File: src/rtl/rgbg_pkg.sv
// Package: shared constants for the two-pixel RGB gain corrector.
// Assumes three colour components per pixel with blue in the lowest slot.
package rgbg_pkg;
    localparam int CH_PER_PIX = 3;
    localparam int CH_B       = 0;
    localparam int CH_G       = 1;
    localparam int CH_R       = 2;
    localparam int SIDE_W     = 3;
    localparam int SIDE_VALID = 2;
    localparam int SIDE_USER  = 1;
    localparam int SIDE_LAST  = 0;
endpackage

File: src/rtl/rgbg_coef_hold.sv
// Module: holds the active channel gains for the frame in progress.
// Assumes load pulses only when a frame-start beat is accepted; resets to unity.
module rgbg_coef_hold #(
    parameter int COEF_W = 17,
    parameter int FRAC_W = 15
) (
    input  logic              clk,
    input  logic              rst_n,
    input  logic              load,
    input  logic [COEF_W-1:0] gain_r,
    input  logic [COEF_W-1:0] gain_g,
    input  logic [COEF_W-1:0] gain_b,
    output logic [COEF_W-1:0] coef_r,
    output logic [COEF_W-1:0] coef_g,
    output logic [COEF_W-1:0] coef_b
);
    localparam logic [COEF_W-1:0] UNITY = COEF_W'(1) << FRAC_W;

    // Capture new gains at a frame start, otherwise keep the current ones.
    always_ff @(posedge clk) begin
        if (!rst_n) begin
            coef_r <= UNITY;
            coef_g <= UNITY;
            coef_b <= UNITY;
        end else if (load) begin
            coef_r <= gain_r;
            coef_g <= gain_g;
            coef_b <= gain_b;
        end
    end
endmodule

File: src/rtl/rgbg_lane.sv
// Module: one colour lane with a registered multiply, then a registered rescale and clip.
// Assumes COEF_W > FRAC_W so that the rescaled value can exceed the component range.
module rgbg_lane #(
    parameter int COMP_W = 8,
    parameter int COEF_W = 17,
    parameter int FRAC_W = 15
) (
    input  logic              clk,
    input  logic              rst_n,
    input  logic              en,
    input  logic [COMP_W-1:0] comp_i,
    input  logic [COEF_W-1:0] coef_i,
    output logic [COMP_W-1:0] comp_o
);
    localparam int PROD_W = COMP_W + COEF_W;
    localparam int SCL_W  = PROD_W - FRAC_W;

    logic [PROD_W-1:0] prod_q;
    logic [SCL_W-1:0]  scaled;
    logic [COMP_W-1:0] clipped;

    // Product register directly after the multiplier.
    always_ff @(posedge clk) begin
        if (!rst_n)  prod_q <= '0;
        else if (en) prod_q <= PROD_W'(comp_i) * PROD_W'(coef_i);
    end

    // Drop the fraction bits and clip anything beyond full scale.
    always_comb begin
        scaled = prod_q[PROD_W-1:FRAC_W];
        if (|scaled[SCL_W-1:COMP_W]) clipped = '1;
        else                         clipped = scaled[COMP_W-1:0];
    end

    // Output register after the rescale.
    always_ff @(posedge clk) begin
        if (!rst_n)  comp_o <= '0;
        else if (en) comp_o <= clipped;
    end
endmodule

File: src/rtl/rgbg_side_delay.sv
// Module: enable-gated delay line for the flag bits, matched to the data latency.
// Assumes DEPTH >= 1 and that the delay advances on the same enable as the data.
module rgbg_side_delay #(
    parameter int W     = 3,
    parameter int DEPTH = 3
) (
    input  logic         clk,
    input  logic         rst_n,
    input  logic         en,
    input  logic [W-1:0] d_i,
    output logic [W-1:0] d_o
);
    logic [W-1:0] tap_q [DEPTH];

    // First tap takes the input.
    always_ff @(posedge clk) begin
        if (!rst_n)  tap_q[0] <= '0;
        else if (en) tap_q[0] <= d_i;
    end

    for (genvar k = 1; k < DEPTH; k++) begin : g_tap
        // Each later tap takes its predecessor.
        always_ff @(posedge clk) begin
            if (!rst_n)  tap_q[k] <= '0;
            else if (en) tap_q[k] <= tap_q[k-1];
        end
    end

    assign d_o = tap_q[DEPTH-1];
endmodule

File: src/rtl/rgbg_gain_stream.sv
// Module: per-channel gain corrector for a stream carrying several RGB pixels per beat.
// Pipeline: input register, product register, output register, all enabled by
// m_tready. The flag bits are delayed to match. Gains are latched at frame start.
module rgbg_gain_stream
    import rgbg_pkg::*;
#(
    parameter int PIX    = 2,
    parameter int COMP_W = 8,
    parameter int COEF_W = 17,
    parameter int FRAC_W = 15
) (
    input  logic                            clk,
    input  logic                            rst_n,
    input  logic [COEF_W-1:0]               gain_r,
    input  logic [COEF_W-1:0]               gain_g,
    input  logic [COEF_W-1:0]               gain_b,
    input  logic [PIX*CH_PER_PIX*COMP_W-1:0] s_tdata,
    input  logic                            s_tvalid,
    input  logic                            s_tuser,
    input  logic                            s_tlast,
    output logic                            s_tready,
    output logic [PIX*CH_PER_PIX*COMP_W-1:0] m_tdata,
    output logic                            m_tvalid,
    output logic                            m_tuser,
    output logic                            m_tlast,
    input  logic                            m_tready
);
    localparam int LANES  = PIX * CH_PER_PIX;
    localparam int DATA_W = LANES * COMP_W;
    localparam int DEPTH  = 3;

    logic              en;
    logic              coef_load;
    logic [DATA_W-1:0] in_data_q;
    logic [COEF_W-1:0] coef_r, coef_g, coef_b;
    logic [COEF_W-1:0] coef_ch [CH_PER_PIX];
    logic [SIDE_W-1:0] side_in, side_out;

    assign en        = m_tready;
    assign s_tready  = m_tready;
    assign coef_load = s_tvalid & s_tuser & m_tready;

    rgbg_coef_hold #(.COEF_W(COEF_W), .FRAC_W(FRAC_W)) coef_i (
        .clk(clk), .rst_n(rst_n), .load(coef_load),
        .gain_r(gain_r), .gain_g(gain_g), .gain_b(gain_b),
        .coef_r(coef_r), .coef_g(coef_g), .coef_b(coef_b)
    );

    assign coef_ch[CH_B] = coef_b;
    assign coef_ch[CH_G] = coef_g;
    assign coef_ch[CH_R] = coef_r;

    // Input register for the pixel word.
    always_ff @(posedge clk) begin
        if (!rst_n)  in_data_q <= '0;
        else if (en) in_data_q <= s_tdata;
    end

    for (genvar p = 0; p < PIX; p++) begin : g_pix
        for (genvar c = 0; c < CH_PER_PIX; c++) begin : g_ch
            localparam int BASE = (p * CH_PER_PIX + c) * COMP_W;
            rgbg_lane #(.COMP_W(COMP_W), .COEF_W(COEF_W), .FRAC_W(FRAC_W)) lane_i (
                .clk(clk), .rst_n(rst_n), .en(en),
                .comp_i(in_data_q[BASE +: COMP_W]),
                .coef_i(coef_ch[c]),
                .comp_o(m_tdata[BASE +: COMP_W])
            );
        end
    end

    // Pack the flag bits for the matched delay line.
    always_comb begin
        side_in             = '0;
        side_in[SIDE_VALID] = s_tvalid;
        side_in[SIDE_USER]  = s_tuser;
        side_in[SIDE_LAST]  = s_tlast;
    end

    rgbg_side_delay #(.W(SIDE_W), .DEPTH(DEPTH)) side_i (
        .clk(clk), .rst_n(rst_n), .en(en), .d_i(side_in), .d_o(side_out)
    );

    assign m_tvalid = side_out[SIDE_VALID];
    assign m_tuser  = side_out[SIDE_USER];
    assign m_tlast  = side_out[SIDE_LAST];
endmodule

File: config.mk
export PLATFORM = sky130hd
export DESIGN_NAME = rgbg_gain_stream
export DESIGN_NICKNAME = d
export VERILOG_FILES = /design/src/rtl/rgbg_pkg.sv /design/src/rtl/rgbg_coef_hold.sv /design/src/rtl/rgbg_lane.sv /design/src/rtl/rgbg_side_delay.sv /design/src/rtl/rgbg_gain_stream.sv
export SDC_FILE = /design/constraint.sdc
export NUM_CORES = 2
export LEC_CHECK = 0
export CORE_MARGIN = 4
export CORE_UTILIZATION = 39
export DETAILED_ROUTE_END_ITERATION = 10
export GPL_ROUTABILITY_DRIVEN = 0
export SKIP_CTS_REPAIR_TIMING = 1
export SLEW_MARGIN = 20
export SYNTH_ARGS = -nofsm -noshare
export SYNTH_HDL_FRONTEND = slang
export SYNTH_SLANG_ARGS = --single-unit
File: constraint.sdc
create_clock -name clk -period 4.63 [get_ports clk]
set_input_delay 1.1575 -clock clk [delete_from_list [all_inputs] [get_ports clk]]
set_output_delay 1.1575 -clock clk [all_outputs]
set_load 0.1 [all_outputs]
# ---- Yosys cells after proc, flatten, opt, wreduce, memory -nomap -nowiden
# Memories as Yosys holds them, arrays and structs flattened.
# Cells that the tools add are included.
dict set report totals {
  memories 1
  mem_bits_rw 9
  word_cells 47
  output_inout_bits 52
  ff_bits 297
}
# name words word_bits rd rd_ports_with_merged_regs write_ports line
set mem_list {}
lappend mem_list {side_i.tap_q 3 3 3 0 3 rgbg_side_delay.sv:13} ;# logic [W-1:0] tap_q [DEPTH];
dict set report classes {
  n_mul 6
  bitwise 5
  reduce_logical 6
  muxes 13
}
# operator count
set ops {}
lappend ops {{multiplier 8 x 17 -> 25 bit} 6}
lappend ops {{2-to-1 mux 8 bit} 6}
lappend ops {{OR reduction 2 bit} 6}
lappend ops {{2-to-1 mux 3 bit} 3}
lappend ops {{2-to-1 mux 1 bit} 4}
lappend ops {{bitwise OR 1 bit} 3}
lappend ops {{bitwise AND 1 bit} 2}

# ---- Longest topological paths before layout
dict set report logic_depth {
  word_depth 4
  mapped_depth 20
  ltp_nobuf 18
}

# ---- By module
# Synthesis repeated with hierarchy kept, for this count alone.
dict set report hier_totals {
  hier_cells 3644
  area_unflattened_um2 33066.7
}
# mod cells_per_inst area_each_um2 n_inst seq_area_each_um2
set by_module_without_submodules {}
lappend by_module_without_submodules {{rgbg_lane (g_pix[0].g_ch[2].lane_i ...)} 565 4890.9 2 360.3}
lappend by_module_without_submodules {{rgbg_lane (g_pix[0].g_ch[0].lane_i)} 556 4863.4 1 360.3}
lappend by_module_without_submodules {{rgbg_lane (g_pix[1].g_ch[2].lane_i)} 546 4790.8 1 360.3}
lappend by_module_without_submodules {{rgbg_lane (g_pix[1].g_ch[1].lane_i)} 529 4765.8 1 360.3}
lappend by_module_without_submodules {{rgbg_lane (g_pix[0].g_ch[1].lane_i)} 543 4743.3 1 360.3}
lappend by_module_without_submodules {rgbg_coef_hold 164 1948.1 1 1021.0}
lappend by_module_without_submodules {rgbg_gain_stream 157 1840.5 1 960.9}
lappend by_module_without_submodules {rgbg_side_delay 19 332.8 1 270.3}

# ---- Least setup slack after synthesis
# Ideal clock, no wire load.
dict set report synth_path {
  path_kind {reg2reg}
  start {register in_data_q[18]}
  end {register g_pix[0].g_ch[2].lane_i.prod_q[24]}
  setup_ps 62
  stages_incl_launch_ff 19
  required_ps 4568
  arrival_time_ps 4616
  setup_slack_ps -48
  cell_sequence {dfxtp_1 > clkbuf_1 > nand2_1 > fa_1 > fa_1 > inv_1 > fa_1 > inv_1 > fa_1 > inv_1 > ha_1 > a211oi_2 > o211ai_1 > a221oi_2 > o31ai_2 > a41oi_2 > o21ai_2 > or4_1 > nand3_1}
}
dict set report synth_via {
  elab_chain_len 1
}
# item line
set synth_rtl {}
lappend synth_rtl {{start, declared} rgbg_gain_stream.sv:34} ;# logic [DATA_W-1:0] in_data_q;
lappend synth_rtl {{start signal, assigned} rgbg_gain_stream.sv:56} ;# else if (en) in_data_q <= s_tdata;
lappend synth_rtl {{multiplier 8 x 17 -> 25 bit} rgbg_lane.sv:25} ;# else if (en) prod_q <= PROD_W'(comp_i) * PROD_W'(coef_i);
lappend synth_rtl {{end signal, assigned} rgbg_lane.sv:25}
lappend synth_rtl {{end, declared} rgbg_lane.sv:18} ;# logic [PROD_W-1:0] prod_q;
# Every way passes these cells.
# A chain may end at the register's enable or synchronous reset.

# ---- Worst setup path after layout
dict set report layout_path {
  start {register in_data_q[34]}
  end {register g_pix[1].g_ch[1].lane_i.prod_q[23]}
}
dict set report layout_via {
  elab_chain_len 1
}
# item line
set layout_rtl {}
lappend layout_rtl {{multiplier 8 x 17 -> 25 bit} rgbg_lane.sv:25}
lappend layout_rtl {{end signal, assigned} rgbg_lane.sv:25}
lappend layout_rtl {{end, declared} rgbg_lane.sv:18}
# Every way passes these cells.

==> impl_metrics.xml <==
<?xml version="1.0" encoding="UTF-8"?>
<metrics>
  <group name="logic_synthesis">
    <metric name="postSynthAreaPerCell" unit="µm²">8.99</metric>
    <metric name="syn-num-nets" unit="">4379</metric>
    <metric name="synth-warning-count" unit="">0</metric>
    <metric name="seq_area_frac_synth" unit="">0.141</metric>
    <metric name="ys_dominant_reg_cell" unit="">sky130_fd_sc_hd__dfxtp_1</metric>
    <metric name="synthDominantAreaCellType" unit="">sky130_fd_sc_hd__fa_1</metric>
    <metric name="ys_types" unit="">70</metric>
    <metric name="synthesis_stage_register_bit_count" unit="">216</metric>
    <metric name="postSynthCellCount" unit="">3488</metric>
    <metric name="synth.area.top_cells" unit="">sky130_fd_sc_hd__fa_1 34%, sky130_fd_sc_hd__and2_1 14%, sky130_fd_sc_hd__dfxtp_1 13%, sky130_fd_sc_hd__ha_1 10%, sky130_fd_sc_hd__inv_1 7.0%</metric>
    <metric name="yosysTopAreaCellShare" unit="">0.341</metric>
    <metric name="synth_enable_flop_cells" unit="">9</metric>
    <metric name="synth_async_sr_flop_share" unit="">0</metric>
    <metric name="synthesis.area" unit="µm²">31400</metric>
  </group>
  <group name="floorplan">
    <metric name="die_height" unit="µm">292</metric>
    <metric name="ios" unit="">157</metric>
    <metric name="initial_core_util" unit="">0.395</metric>
    <metric name="fp.dieW" unit="µm">292</metric>
    <metric name="floorplan.rows" unit="">103</metric>
    <metric name="floorplan.die_area" unit="µm²">85000</metric>
    <metric name="placeableCoreArea" unit="µm²">79400</metric>
  </group>
  <group name="critical_path">
    <metric name="r2r_endpoint" unit="">g_pix[1].g_ch[1].lane_i.prod_q[23]</metric>
    <metric name="cp.arrival" unit="ns">5.11</metric>
    <metric name="r2r_start" unit="">in_data_q[34]</metric>
    <metric name="timing.critical_path.from" unit="">in_data_q[34]</metric>
    <metric name="critPathLaunchType" unit="">flop</metric>
    <metric name="critical_path.endpoint" unit="">g_pix[1].g_ch[1].lane_i.prod_q[23]</metric>
    <metric name="worstSetupEndpointType" unit="">flop</metric>
    <metric name="timing.critical_path.fanout_max" unit="">10</metric>
    <metric name="critPathKind" unit="">flop to flop</metric>
    <metric name="crit_required" unit="ns">5.08</metric>
    <metric name="worst-r2r-setup-slack" unit="ns">-0.03</metric>
    <metric name="worstRegToRegCells" unit="">17</metric>
  </group>
  <group name="clock_tree">
    <metric name="clock_sink_count" unit="">216</metric>
    <metric name="tritoncts_clock_tree" unit="">yes</metric>
    <metric name="cts_h_tree_depth" unit="">1</metric>
    <metric name="clock_path_buffers" unit="">3</metric>
    <metric name="numCtsBuffers" unit="">30</metric>
    <metric name="clk_pin_slew" unit="ns">0.06</metric>
    <metric name="cts-root-buf" unit="">sky130_fd_sc_hd__clkbuf_16</metric>
    <metric name="clock_latency_late_sink" unit="ns">0.61</metric>
  </group>
  <group name="placement">
    <metric name="detailedPlacementHpwl" unit="µm">63500</metric>
    <metric name="preCtsSetupSlack" unit="ns">-0.311</metric>
    <metric name="port-buffer-count" unit="">156</metric>
  </group>
  <group name="detailed_routing">
    <metric name="overall_via_count_from_detail_route" unit="">23800</metric>
    <metric name="avgRoutedWirePerCell" unit="µm">16.5</metric>
    <metric name="viasPerCell" unit="">4.85</metric>
    <metric name="antenna_violating_nets_post_route" unit="">0</metric>
    <metric name="router_iterations_before_antenna_repair" unit="">5</metric>
    <metric name="routed_wirelength" unit="µm">81000</metric>
    <metric name="remaining_drc_errors" unit="">0</metric>
    <metric name="drt_iter0_drc" unit="">857</metric>
  </group>
  <group name="timing">
    <metric name="fmax_achieved" unit="GHz">0.215</metric>
    <metric name="finalSetupTns" unit="ns">-0.0616</metric>
    <metric name="final_critical_path_setup_slack" unit="ns">-0.0280</metric>
    <metric name="fin_worst_skew" unit="ns">0.0343</metric>
    <metric name="worst_slew_pin_slew" unit="ns">1.15</metric>
    <metric name="timing.final.hold_violations" unit="">0</metric>
    <metric name="slew_violations" unit="">0</metric>
    <metric name="rsz0062_at_grt" unit="">yes</metric>
    <metric name="finalSetupViolCount" unit="">3</metric>
    <metric name="final_period_minus_worst_setup_slack" unit="ns">4.66</metric>
    <metric name="slew_headroom" unit="">0.228</metric>
    <metric name="layout_worst_path_cycle_share" unit="">1.01</metric>
  </group>
  <group name="power_and_ir_drop">
    <metric name="power.static_leakage" unit="nW">19.6</metric>
    <metric name="worst_vdd_drop" unit="mV">0.256</metric>
    <metric name="power_density_of_the_placed_cells" unit="nW/µm²">157</metric>
  </group>
  <group name="cells_and_area">
    <metric name="finalNetCount" unit="">4728</metric>
    <metric name="nFillCells" unit="">7601</metric>
    <metric name="layout-area-overhead-vs-synth" unit="%">22.7</metric>
    <metric name="layout.core_utilization" unit="">0.485</metric>
    <metric name="post_route_cells_drive_above_1_share" unit="">0.161</metric>
  </group>
  <group name="grt">
    <metric name="grt_first_pass_wirelength" unit="µm">132000</metric>
    <metric name="initial_antenna_violation_count" unit="">4</metric>
    <metric name="track_usage" unit="">0.188</metric>
    <metric name="first_global_vias" unit="">24900</metric>
    <metric name="globalRouteOverflowTotal" unit="">0</metric>
    <metric name="grt_start_max_net_pins" unit="">59</metric>
  </group>
  <group name="outcome">
    <metric name="violations" unit="">negative setup slack</metric>
    <metric name="result_of_the_run" unit="">finished, violations left</metric>
  </group>
  <group name="hold_path">
    <metric name="min_path_type" unit="">flop to flop</metric>
  </group>
  <group name="flow_run">
    <metric name="drv_cap" unit="">0</metric>
  </group>
</metrics>
==> state kept, by name, summed over array words and instances, names as in the netlist <==
signal / count
g_pix.g_ch.lane_i.prod_q: 60
g_pix.g_ch.lane_i.comp_o: 48
in_data_q: 48
coef_i.coef_b: 17
coef_i.coef_g: 17
coef_i.coef_r: 17
side_i.tap_q: 9
==> layer usage <==
layer	share of wire	global-route usage	routed length (µm)
met5	0.00014	0	11
met4	0.019	0.0310	1530
met3	0.041	0.0231	3350
met2	0.47	0.307	37800
met1	0.47	0.274	38300
==> through the flow <==
| step | power [mW] | cells | hold WS [ns] | instance area (µm²) |
|---|---|---|---|---|
| 2_1_floorplan | 2.90 | 3488 | 0.417 | 31400 |
| 3_3_place_gp | 3.48 | 4835 | 0.425 | 36100 |
| 3_5_place_dp | 3.49 | 4835 | 0.431 | 36100 |
| 4_1_cts | 6.07 | 4891 | 0.440 | 37200 |
| 5_1_grt | 6.34 | 4911 | 0.451 | 38500 |
| 6_report | 6.03 | 4912 | 0.435 | 38500 |
==> cells in the mapped netlist (all sizes together), types with 24 or more instances <==
master	instances
ha	252
nor2b	65
o21ai	116
a21oi	64
dfxtp	207
a21boi	49
and2	679
xor2	26
inv	585
xnor2	30
mux2i	60
nor2	27
fa	534
clkbuf	153
nand3	24
a21o	41
nand2	388
==> worst min-delay path by stage <==
stage / from / to / slack (ns) / cells past startpoint
floorplan: g_pix[1].g_ch[0].lane_i.prod_q[24] / g_pix[1].g_ch[0].lane_i.prod_q[24] / 0.42 / 2
global placement: g_pix[1].g_ch[0].lane_i.comp_o[5] / g_pix[1].g_ch[0].lane_i.comp_o[5] / 0.42 / 2
detailed placement: g_pix[1].g_ch[2].lane_i.comp_o[3] / g_pix[1].g_ch[2].lane_i.comp_o[3] / 0.43 / 2
CTS: g_pix[0].g_ch[0].lane_i.comp_o[1] / g_pix[0].g_ch[0].lane_i.comp_o[1] / 0.44 / 2
global route: g_pix[1].g_ch[1].lane_i.comp_o[0] / g_pix[1].g_ch[1].lane_i.comp_o[0] / 0.45 / 2
finish: g_pix[0].g_ch[1].lane_i.comp_o[4] / g_pix[0].g_ch[1].lane_i.comp_o[4] / 0.43 / 2
==> worst max-delay path, cell delays in order (launching register included) <==
cell and delay [ns]:
sky130_fd_sc_hd__dfxtp_4 0.39, sky130_fd_sc_hd__buf_4 0.16, sky130_fd_sc_hd__and2_1 0.15, sky130_fd_sc_hd__fa_1 0.50
sky130_fd_sc_hd__fa_1 0.52, sky130_fd_sc_hd__fa_1 0.49, sky130_fd_sc_hd__inv_1 0.05, sky130_fd_sc_hd__fa_1 0.47
sky130_fd_sc_hd__inv_1 0.04, sky130_fd_sc_hd__ha_1 0.28, sky130_fd_sc_hd__a21o_1 0.15, sky130_fd_sc_hd__a21o_1 0.17
sky130_fd_sc_hd__a21o_1 0.18, sky130_fd_sc_hd__o311a_1 0.28, sky130_fd_sc_hd__o21a_1 0.17, sky130_fd_sc_hd__a311oi_2 0.29
sky130_fd_sc_hd__xor2_1 0.18, sky130_fd_sc_hd__o21ai_1 0.07
==> cells by family (layout without fill, tap and decap cells) <==
group / after synthesis / count (layout) / share of synthesized area
adder cells (fa/ha/maj): 786 / 786 / 0.442
other: 0 / 1 / 0
buffers and inverters: 752 / 1125 / 0.0905
AO/OA/AOI/OAI: 360 / 360 / 0.0745
XOR/XNOR: 56 / 56 / 0.0156
multiplexers: 60 / 60 / 0.0192
flip-flops: 216 / 216 / 0.141
AND/OR/NAND/NOR: 1258 / 1258 / 0.218
==> area by class of cell <==
type,instances,area [µm²],area share
tap,1050,1310,0.0341
antenna,1,2.50,0.0000650
clock buffer,39,855,0.0222
clock inverter,17,201,0.00523
inverter,585,2200,0.0571
multi-input combinational,2520,25000,0.650
sequential,216,4600,0.119
timing repair buffer,484,4290,0.111
==> power breakdown <==
group	internal (mW)	switching [mW]	total, mW
sequential	1.96	0.127	2.08
clock	1.48	1.05	2.53
combinational	0.608	0.810	1.42
==> placed cells by master, fill, tap and decap left out, types with 9 or more instances in the layout <==
cell,synthesis,layout
sky130_fd_sc_hd__nand2_1,388,385
sky130_fd_sc_hd__nand3_1,24,20
sky130_fd_sc_hd__a21boi_0,48,48
sky130_fd_sc_hd__and2_1,678,660
sky130_fd_sc_hd__buf_12,0,14
sky130_fd_sc_hd__and3_1,19,14
sky130_fd_sc_hd__fa_2,0,16
sky130_fd_sc_hd__nand4_1,13,13
sky130_fd_sc_hd__fa_1,534,518
sky130_fd_sc_hd__and2_4,0,17
sky130_fd_sc_hd__dfxtp_4,0,37
sky130_fd_sc_hd__a21oi_1,63,45
sky130_fd_sc_hd__a21oi_2,1,15
sky130_fd_sc_hd__dfxtp_2,0,34
sky130_fd_sc_hd__o21ai_0,99,86
sky130_fd_sc_hd__clkbuf_16,0,30
sky130_fd_sc_hd__buf_6,0,24
sky130_fd_sc_hd__a21o_1,41,40
sky130_fd_sc_hd__clkdlybuf4s50_1,0,153
sky130_fd_sc_hd__inv_1,585,575
sky130_fd_sc_hd__mux2i_1,60,60
sky130_fd_sc_hd__dfxtp_1,207,136
sky130_fd_sc_hd__nor2b_1,65,64
sky130_fd_sc_hd__nor2_1,26,23
sky130_fd_sc_hd__xnor2_1,30,25
sky130_fd_sc_hd__xor2_1,26,23
sky130_fd_sc_hd__ha_4,0,21
sky130_fd_sc_hd__buf_4,3,291
sky130_fd_sc_hd__o21ai_1,16,20
sky130_fd_sc_hd__inv_2,0,10
sky130_fd_sc_hd__edfxtp_1,9,9
sky130_fd_sc_hd__o211ai_1,16,16
sky130_fd_sc_hd__ha_1,252,230
No activity file was read; power rests on OpenSTA's default activity.
